===== config.mk =====
export PLATFORM = sky130hd
export DESIGN_NAME = tie_round_unit
export DESIGN_NICKNAME = d
export VERILOG_FILES = /design/src/rtl/tru_pkg.sv /design/src/rtl/tru_lfsr.sv /design/src/rtl/tru_alt_toggle.sv /design/src/rtl/tru_round_core.sv /design/src/rtl/tie_round_unit.sv
export SDC_FILE = /design/constraint.sdc
export NUM_CORES = 1
export LEC_CHECK = 0
export CORE_MARGIN = 1
export CORE_UTILIZATION = 53
export CTS_BUF_LIST = sky130_fd_sc_hd__clkbuf_8
export DETAILED_ROUTE_END_ITERATION = 8
export GPL_TIMING_DRIVEN = 1
export PLACE_DENSITY_LB_ADDON = 0.08
export SLEW_MARGIN = 20
export SYNTH_ARGS = -nofsm -noshare
export SYNTH_HDL_FRONTEND = slang
export SYNTH_SLANG_ARGS = --single-unit

===== constraint.sdc =====
create_clock -name clk -period 2.8 [get_ports clk]
set_input_delay 0.28 -clock clk [delete_from_list [all_inputs] [get_ports clk]]
set_output_delay 0.28 -clock clk [all_outputs]
set_load 0.005 [all_outputs]

===== src/rtl/tru_pkg.sv =====
package tru_pkg;
  typedef enum logic [1:0] {
    TRU_ALT   = 2'b00,
    TRU_RAND  = 2'b01,
    TRU_STOCH = 2'b10,
    TRU_ALT_B = 2'b11
  } tru_mode_e;
endpackage


===== src/rtl/tru_lfsr.sv =====
// Fibonacci shift register, advances one step when adv is high.
module tru_lfsr #(
  parameter int             W    = 16,
  parameter logic [W-1:0]   TAPS = 16'hD008,
  parameter logic [W-1:0]   SEED = 16'hACE1
) (
  input  logic         clk,
  input  logic         rst_n,
  input  logic         adv,
  output logic [W-1:0] state
);
  logic [W-1:0] st_q;
  logic [W-1:0] st_d;

  always_comb begin
    st_d = st_q;
    if (adv) begin
      st_d = {st_q[W-2:0], ^(st_q & TAPS)};
    end
  end

  always_ff @(posedge clk or negedge rst_n) begin
    if (!rst_n) begin
      st_q <= SEED;
    end else begin
      st_q <= st_d;
    end
  end

  assign state = st_q;
endmodule


===== src/rtl/tru_alt_toggle.sv =====
// Up/down selector for alternating tie resolution; starts at "up".
module tru_alt_toggle (
  input  logic clk,
  input  logic rst_n,
  input  logic consume,
  output logic up
);
  logic up_q;
  logic up_d;

  always_comb begin
    up_d = up_q;
    if (consume) begin
      up_d = ~up_q;
    end
  end

  always_ff @(posedge clk or negedge rst_n) begin
    if (!rst_n) begin
      up_q <= 1'b1;
    end else begin
      up_q <= up_d;
    end
  end

  assign up = up_q;
endmodule


===== src/rtl/tru_round_core.sv =====
// Combinational rounder: floor plus a round-up decision, with optional clip.
module tru_round_core
  import tru_pkg::*;
#(
  parameter int IN_W        = 8,
  parameter int DROP_W      = 3,
  parameter bit SIGNED_DATA = 1'b1
) (
  input  logic [IN_W-1:0]        in_data,
  input  tru_mode_e              mode_e,
  input  logic                   clip_en,
  input  logic                   alt_up,
  input  logic [DROP_W-1:0]      lfsr_top,
  input  logic                   lfsr_msb,
  output logic [IN_W-DROP_W-1:0] res,
  output logic                   tie
);
  localparam int                OUT_W = IN_W - DROP_W;
  localparam logic [DROP_W-1:0] HALF  = DROP_W'(1 << (DROP_W - 1));
  localparam logic [OUT_W-1:0]  ALL1  = '1;
  localparam logic [OUT_W-1:0]  MAXV  = SIGNED_DATA ? (ALL1 >> 1) : ALL1;

  logic [DROP_W-1:0] frac;
  logic [OUT_W-1:0]  base;
  logic              up;
  logic [OUT_W:0]    sum;
  logic              ovf;

  assign frac = in_data[DROP_W-1:0];
  assign base = in_data[IN_W-1:DROP_W];
  assign tie  = (frac == HALF);

  always_comb begin
    unique case (mode_e)
      TRU_STOCH: up = (frac > lfsr_top);
      TRU_RAND:  up = (frac > HALF) || (tie && lfsr_msb);
      default:   up = (frac > HALF) || (tie && alt_up);
    endcase
  end

  assign sum = {1'b0, base} + {{OUT_W{1'b0}}, up};

  generate
    if (SIGNED_DATA) begin : g_sovf
      assign ovf = up && (base == MAXV);
    end else begin : g_uovf
      assign ovf = sum[OUT_W];
    end
  endgenerate

  always_comb begin
    res = sum[OUT_W-1:0];
    if (ovf && clip_en) begin
      res = MAXV;
    end
  end
endmodule


===== src/rtl/tie_round_unit.sv =====
module tie_round_unit
  import tru_pkg::*;
#(
  parameter int              IN_W        = 8,
  parameter int              DROP_W      = 3,
  parameter bit              SIGNED_DATA = 1'b1,
  parameter int              LFSR_W      = 16,
  parameter logic [LFSR_W-1:0] LFSR_TAPS = 16'hD008,
  parameter logic [LFSR_W-1:0] LFSR_SEED = 16'hACE1
) (
  input  logic                   clk,
  input  logic                   rst_n,
  input  logic                   in_valid,
  input  logic [IN_W-1:0]        in_data,
  input  logic [1:0]             mode,
  input  logic                   clip_en,
  output logic                   out_valid,
  output logic [IN_W-DROP_W-1:0] out_data
);
  localparam int OUT_W = IN_W - DROP_W;

  tru_mode_e         mode_e;
  logic              alt_up;
  logic [LFSR_W-1:0] lfsr_state;
  logic [OUT_W-1:0]  res;
  logic              tie;
  logic              alt_consume;
  logic              ov_q, ov_d;
  logic [OUT_W-1:0]  od_q, od_d;

  assign mode_e      = tru_mode_e'(mode);
  assign alt_consume = in_valid && tie && (mode_e == TRU_ALT || mode_e == TRU_ALT_B);

  tru_lfsr #(
    .W    (LFSR_W),
    .TAPS (LFSR_TAPS),
    .SEED (LFSR_SEED)
  ) u_lfsr (
    .clk   (clk),
    .rst_n (rst_n),
    .adv   (in_valid),
    .state (lfsr_state)
  );

  tru_alt_toggle u_alt (
    .clk     (clk),
    .rst_n   (rst_n),
    .consume (alt_consume),
    .up      (alt_up)
  );

  generate
    if (DROP_W == 0) begin : g_pass
      assign res = in_data;
      assign tie = 1'b0;
    end else begin : g_round
      tru_round_core #(
        .IN_W        (IN_W),
        .DROP_W      (DROP_W),
        .SIGNED_DATA (SIGNED_DATA)
      ) u_core (
        .in_data  (in_data),
        .mode_e   (mode_e),
        .clip_en  (clip_en),
        .alt_up   (alt_up),
        .lfsr_top (lfsr_state[LFSR_W-1 -: DROP_W]),
        .lfsr_msb (lfsr_state[LFSR_W-1]),
        .res      (res),
        .tie      (tie)
      );
    end
  endgenerate

  always_comb begin
    ov_d = in_valid;
    od_d = od_q;
    if (in_valid) begin
      od_d = res;
    end
  end

  always_ff @(posedge clk or negedge rst_n) begin
    if (!rst_n) begin
      ov_q <= 1'b0;
      od_q <= '0;
    end else begin
      ov_q <= ov_d;
      od_q <= od_d;
    end
  end

  assign out_valid = ov_q;
  assign out_data  = od_q;
endmodule


==> results of run 1 <==
==> sequential cells by signal, indices dropped and copies added (netlist names) <==
signal        count
out_valid         1
out_data          5
u_alt.up          1
u_lfsr.state     16
==> how the worst max path moves through the flow <==
| stage | start | end | cells past startpoint |
|---|---|---|---|
| 2_1_floorplan | u_lfsr.state[15] | out_data[4] | 11 |
| 3_3_place_gp | mode[1] | out_data[4] | 11 |
| 3_5_place_dp | mode[1] | out_data[4] | 11 |
| 4_1_cts | mode[1] | out_data[4] | 11 |
| 5_1_grt | mode[1] | out_data[2] | 11 |
| 6_report | mode[1] | out_data[4] | 11 |
==> layer usage <==
metal  vias up  global-route usage (%)  share of wire, %
met1       343                    18.3                45
li1        360                       -                 -
met5         -                       0                 0
met2        14                    28.8                50
met3         2                    4.07               4.0
met4         0                    6.67              0.76
==> logic make-up (layout without fill, tap and decap cells) <==
logic type	Yosys count	in the layout	share of synthesized area [%]
muxes	15	15	14.7
adders and majority gates	7	7	7.75
and+or+nand+nor	21	21	8.75
xor gates and xnor gates	7	7	5.43
AOI/OAI and AO/OA	10	10	8.19
DFF	23	23	51.9
buffers and inverters	9	31	3.21
==> metrics by stage <==
stage | cells | hold slack [ps] | worst slack, ps | cell area (µm²) | power, mW
floorplan | 92 | -15.6 | 711 | 1130 | 0.806
global placement | 137 | 480 | 301 | 1360 | 0.902
detailed placement | 137 | 494 | 261 | 1360 | 0.925
CTS | 141 | 487 | 531 | 1400 | 1.12
global route | 141 | 13.8 | 404 | 1400 | 1.18
finish | 141 | -26.8 | 531 | 1400 | 1.10
==> power by group through the flow <==
stage | combinational (mW) | sequential, mW | clock (mW)
3_5_place_dp | 0.337 | 0.588 | 0
3_3_place_gp | 0.322 | 0.580 | 0
5_1_grt | 0.368 | 0.596 | 0.216
6_report | 0.332 | 0.578 | 0.193
4_1_cts | 0.340 | 0.582 | 0.201
2_1_floorplan | 0.243 | 0.564 | 0
==> synth_stat cells <==
| cell | count | area share, % |
|---|---|---|
| dfrtp_1 | 14 | 31 |
| mux2_2 | 13 | 13 |
| dfstp_2 | 9 | 21 |
| nand2_1 | 9 | 3.0 |
| ha_1 | 7 | 7.8 |
| inv_1 | 6 | 2.0 |
| nand3_1 | 5 | 2.2 |
| o21ai_0 | 5 | 2.2 |
| xnor2_1 | 4 | 3.1 |
| xor2_1 | 3 | 2.3 |
| buf_2 | 2 | 0.89 |
| mux2i_1 | 2 | 1.8 |
| nor2_1 | 2 | 0.66 |
| nor2b_1 | 2 | 1.1 |
| a2111oi_2 | 1 | 1.3 |
| a21oi_1 | 1 | 0.44 |
| clkbuf_1 | 1 | 0.33 |
| nand2_2 | 1 | 0.55 |
| nand4b_1 | 1 | 0.78 |
| nor3_1 | 1 | 0.44 |
| o211a_1 | 1 | 0.89 |
| o31ai_4 | 1 | 1.9 |
| o32ai_2 | 1 | 1.4 |
==> layout make-up <==
| class | count | area (µm²) |
|---|---|---|
| sequential | 23 | 587 |
| timing repair buffer | 21 | 200 |
| clock inverter | 1 | 5.00 |
| tap | 27 | 33.8 |
| clock buffer | 3 | 41.3 |
| fill | 137 | 586 |
| inverter | 6 | 22.5 |
| multi-input combinational | 60 | 507 |
==> worst register-to-register path, cell delays in order, from the launching register on <==
cell	delay (ps)
dfstp_2	560
inv_1	60
ha_1	280
nand3_1	140
o31ai_4	90
o32ai_2	180
ha_1	230
ha_1	180
nand3_1	90
xor2_1	130
nand2_1	60
o211a_1	130
==> metrics, run 1 <==
GP Congestion=0.733; final WL=1710 µm; worst r2r dst=out_data[4]; CP bufs+invs=2; row count=16; die height=48.2 µm; CP required=between 2000 and 3000 ps; Avg Vias per Cell=between 5 and 6; CTS tree=done; Internal=~800 µW; switching part of the total=27.1%; post-CTS resize count=0; part of the cycle the worst path needs=81.1%; Inserted Clock Buffers=3; Mean Syn Cell Area=12.3 µm²; Seq cells post-synth=23; Hold Slack=-26.8 ps; commonest cells after routing, fill and taps aside=18 x clkdlybuf4s50_1, 14 x dfrtp_1, 13 x mux2_2; post-synthesis cell type count=23; grt ovf=0; Port-buffer cells=19; Synth Net Count=113; R2R cell count=11; layout cell share with drive strength beyond 1=28.9%; Slew HR=68.4%; # diodes=0; Critical R2R Launch=u_lfsr.state[15]; Slew @ Worst Pin=approximately 470 ps; H-tree depth=1; final core utilization=70.5%; residual DRC count=0; Slew Viols, Final=0; Synth Warn #=0; fin crit period=about 2300 ps; die footprint=2320 µm²; commonest non-fill, non-tap cell in the layout=clkdlybuf4s50_1; RSZ-0062 raised after global routing=no; final hold viol count=14; maximum clock path buffer count=2; initial core utilization=a little under three fifths; final setup TNS=0 ps; CP Max Fanout=2; first-pass GRT wire length=2480 µm; Boundary Pins=20; outcome=complete, but fails checks; combinational power share=between 30% and 40%; maximum clock frequency=441 MHz; CP Launch Type=primary input; Area growth syn-to-layout=23.6%; largest net degree at the start of global routing=30; drt wl/cell=12.1 µm; Overall Global Routing Usage=16.2%; Crit path top cell by count=ha_1; Die W=48.2 µm; Slowest-stage cell, CP=clkdlybuf4s50_1; crit path kind=primary input to flip-flop; Clock Sinks=23; Mapped Area=1130 µm²; Clk pwr share=approximately 18%; WP data arrival=2420 ps; worst skew pair latency=250 ps; CTS root buf=clkbuf_8; Lkg Pwr=0.588 nW; switching pwr=299 µW; PwrDens=790 nW/µm²; Max-cap violations=0; failing checks=negative hold slack; delay of the slowest cell on the worst path=490 ps; initial DRC count=5; sequential element share of the synthesized area=51.9%; hpwl dp=1290 µm; number of global-route vias before repair=619; CTS Hold Bufs=0; Setup crit end kind=flip-flop; clk slew on worst S/H paths=around 80 ps; Final Skew=4.63 ps; setup repair bufs after CTS=0; ANT nets after route=0; Cell Chain, Critical Path=clkdlybuf4s50_1, inv_1, ha_1, a2111oi_2, o32ai_2, ha_1, ha_1, nand3_1, xor2_1, nand2_1, o211a_1; routed via count=719; type of the tightest min-delay check=primary input to asynchronous set/reset pin; antenna violations before repair=0; Setup Viol. Count Final=0; Syn Inst Count=92; nets@finish=136; Reg power frac=52.4%; TritonRoute pass-1 iters=2; R2R Setup Slk=between 500 and 600 ps; Crit path max-delay family=compound AO/OA/AOI/OAI gates; Peak supply drop=0.632 mV; core footprint=roughly 2000 µm²
Power figures use the tool's default switching activity.
==> run 2: changes to the inputs <==
==> constraint.sdc (replaced) <==
create_clock -name clk -period 2.28 [get_ports clk]
set_input_delay 0.228 -clock clk [delete_from_list [all_inputs] [get_ports clk]]
set_output_delay 0.228 -clock clk [all_outputs]
set_load 0.005 [all_outputs]
==> run 2 against run 1 <==
- the run now ends clean
- power increased by 25%
- clock skew decreased by 3.5 ps
- first-iteration DRC count increased by 140%
==> metrics, run 2 (synthesis gave the netlist of run 1 again) <==
combinational power share=30.7% (+0.6 points); Port-buffer cells=19 (unchanged); hpwl dp=1390 µm (+7.7%); CTS Hold Bufs=0 (unchanged); core footprint=1980 µm² (unchanged); drt wl/cell=12.9 µm (+6.3%); GP Congestion=0.704 (-4.0%); Setup crit end kind=flip-flop; clk slew on worst S/H paths=70 ps (about the same); Boundary Pins=20 (unchanged); nets@finish=142 (+4.4%); Finished Layout Cells=147 (+4.3%); layout cell share with drive strength beyond 1=32.5% (+3.6 points); Hold Slack=328 ps (+355 ps); largest net degree at the start of global routing=24 (-20%); die height=48.2 µm (unchanged); area of the multi-input gates=514 µm² (+1.5%); number of global-route vias before repair=662 (+6.9%); residual DRC count=0 (unchanged); ANT nets after route=0 (unchanged); Cell Chain, Critical Path=inv_1, ha_1, o21ai_0, o32ai_2, ha_2, ha_1, nand3_1, xor2_1, nand2_1, o211a_1; die footprint=2320 µm² (unchanged); Area growth syn-to-layout=28.6%; FF+latch area=587 µm² (unchanged); Slew HR=79.3% (+11 points); CP required=2430 ps (-520 ps); pre-CTS setup slack=-160 ps (-420 ps); final hold viol count=0 (-14); switching part of the total=27.5% (+0.47 points); final WL=1900 µm (+11%); CP Launch Type=flip-flop; maximum clock path buffer count=2 (unchanged); Inserted Clock Buffers=3 (unchanged); R2R cell count=10 (-1); total chip power=1.38 mW (+25%); Overall Global Routing Usage=17.4% (+1.2 points); Crit path top cell by count=ha_1; type of the tightest min-delay check=primary input to asynchronous set/reset pin; placed instance count=143 (+4.4%); Final Skew=1.08 ps (-3.55 ps); switching pwr=381 µW (+28%); Post-Place Cell Area=1400 µm² (+3.3%); initial DRC count=12 (+7); Lkg Pwr=0.618 nW (+5.0%); maximum clock frequency=459 MHz; Slew @ Worst Pin=310 ps (-164 ps); WP data arrival=2340 ps (-80 ps); grt ovf=0 (unchanged); Max-cap violations=0 (unchanged); row count=16 (unchanged); fin crit period=2180 ps; commonest cells after routing, fill and taps aside=19 x clkdlybuf4s50_1, 14 x dfrtp_1, 13 x mux2_2; Setup Viol. Count Final=0 (unchanged); CP Max Fanout=3 (+1); Reg power frac=51.8% (-0.6 points); part of the cycle the worst path needs=95.6%; crit path kind=flip-flop to flip-flop; routed via count=761 (+5.8%); CTS tree=done; Avg Vias per Cell=5.18 (+1.5%); Design Area, Final=1450 µm² (+4.0%); CTS root buf=clkbuf_8; Clk pwr share=17.4% (about the same); CP bufs+invs=1 (-1); Slew Viols, Final=0 (unchanged); Clock Sinks=23 (unchanged); Final WS setup=99.3 ps (-431 ps); Die W=48.2 µm (unchanged); Peak supply drop=0.744 mV (+18%); Crit path max-delay family=adder cells; max reg flops=16 (unchanged); # diodes=0 (unchanged); final setup TNS=0 ps (unchanged); commonest non-fill, non-tap cell in the layout=clkdlybuf4s50_1; Stages on worst setup path=10 (-1); Internal=1.00 mW (+25%); TritonRoute pass-1 iters=4 (+2); first-pass GRT wire length=2640 µm (+6.1%); worst skew pair latency=260 ps (about the same); outcome=complete, no violations; delay of the slowest cell on the worst path=570 ps (+80 ps); fill cell count=134 (-2.2%); PwrDens=952 nW/µm² (+20%); antenna violations before repair=0 (unchanged); H-tree depth=1 (unchanged); Slowest-stage cell, CP=dfstp_2; initial core utilization=57.0% (unchanged); final core utilization=73.3% (+2.8 points)
run 2: cell count changes in the layout (fill, tap and decap cells not counted), sizes merged:
cell           delta
buf               +5
clkdlybuf4s50     +1
clkinv            -1
inv               +1
run 2: final timing paths:
| kind | startpoint | endpoint | slack, ps |
|---|---|---|---|
| setup / recovery | u_lfsr.state[15] | out_data[4] | 100 |
| hold / removal | rst_n | u_lfsr.state[14] | 330 |
| setup reg to reg | u_lfsr.state[15] | out_data[4] | 100 |
| hold reg to reg | out_data[1] | out_data[1] | 500 |
| max in group asynchronous | rst_n | u_lfsr.state[7] | 1670 |
| min in group clk | out_data[1] | out_data[1] | 500 |
run 2: area by class of cell:
class / count / area share (%)
Clock buffer: 3 / 2.84
Clock inverter: 1 / 0.258
Inverter: 6 / 1.55
Multi-Input combinational cell: 60 / 35.4
Sequential cell: 23 / 40.4
Tap cell: 27 / 2.33
Timing Repair Buffer: 27 / 17.2
run 2: routing by layer:
| metal | track usage [%] | routed length, µm | up-vias |
|---|---|---|---|
| met3 | 4.44 | 78 | 2 |
| met1 | 21.0 | 860 | 369 |
| met4 | 10.0 | 14 | 0 |
| li1 | - | - | 374 |
| met2 | 28.3 | 943 | 16 |
| met5 | 0 | 0 | - |
run 2: worst register-to-register path, cell delays in order (launching register included):
cell and delay [ps]:
dfstp_2 570, inv_1 60, ha_1 290, o21ai_0 210
o32ai_2 130, ha_2 200, ha_1 200, nand3_1 90
xor2_1 140, nand2_1 60, o211a_1 130
run 2: timing repair:
action | 4_1_cts | 5_1_grt
setup endpoints to repair | 0 | 2
resized for setup | 0 | 2
buffers inserted | 0 | 0
run 2: power groups by stage:
stage          Clock, mW  Sequential [mW]  Combinational (mW)
6_report           0.241            0.716               0.425
5_1_grt            0.264            0.735               0.473
3_3_place_gp           0            0.713               0.405
2_1_floorplan          0            0.692               0.298
3_5_place_dp           0            0.723               0.422
4_1_cts            0.252            0.716               0.424
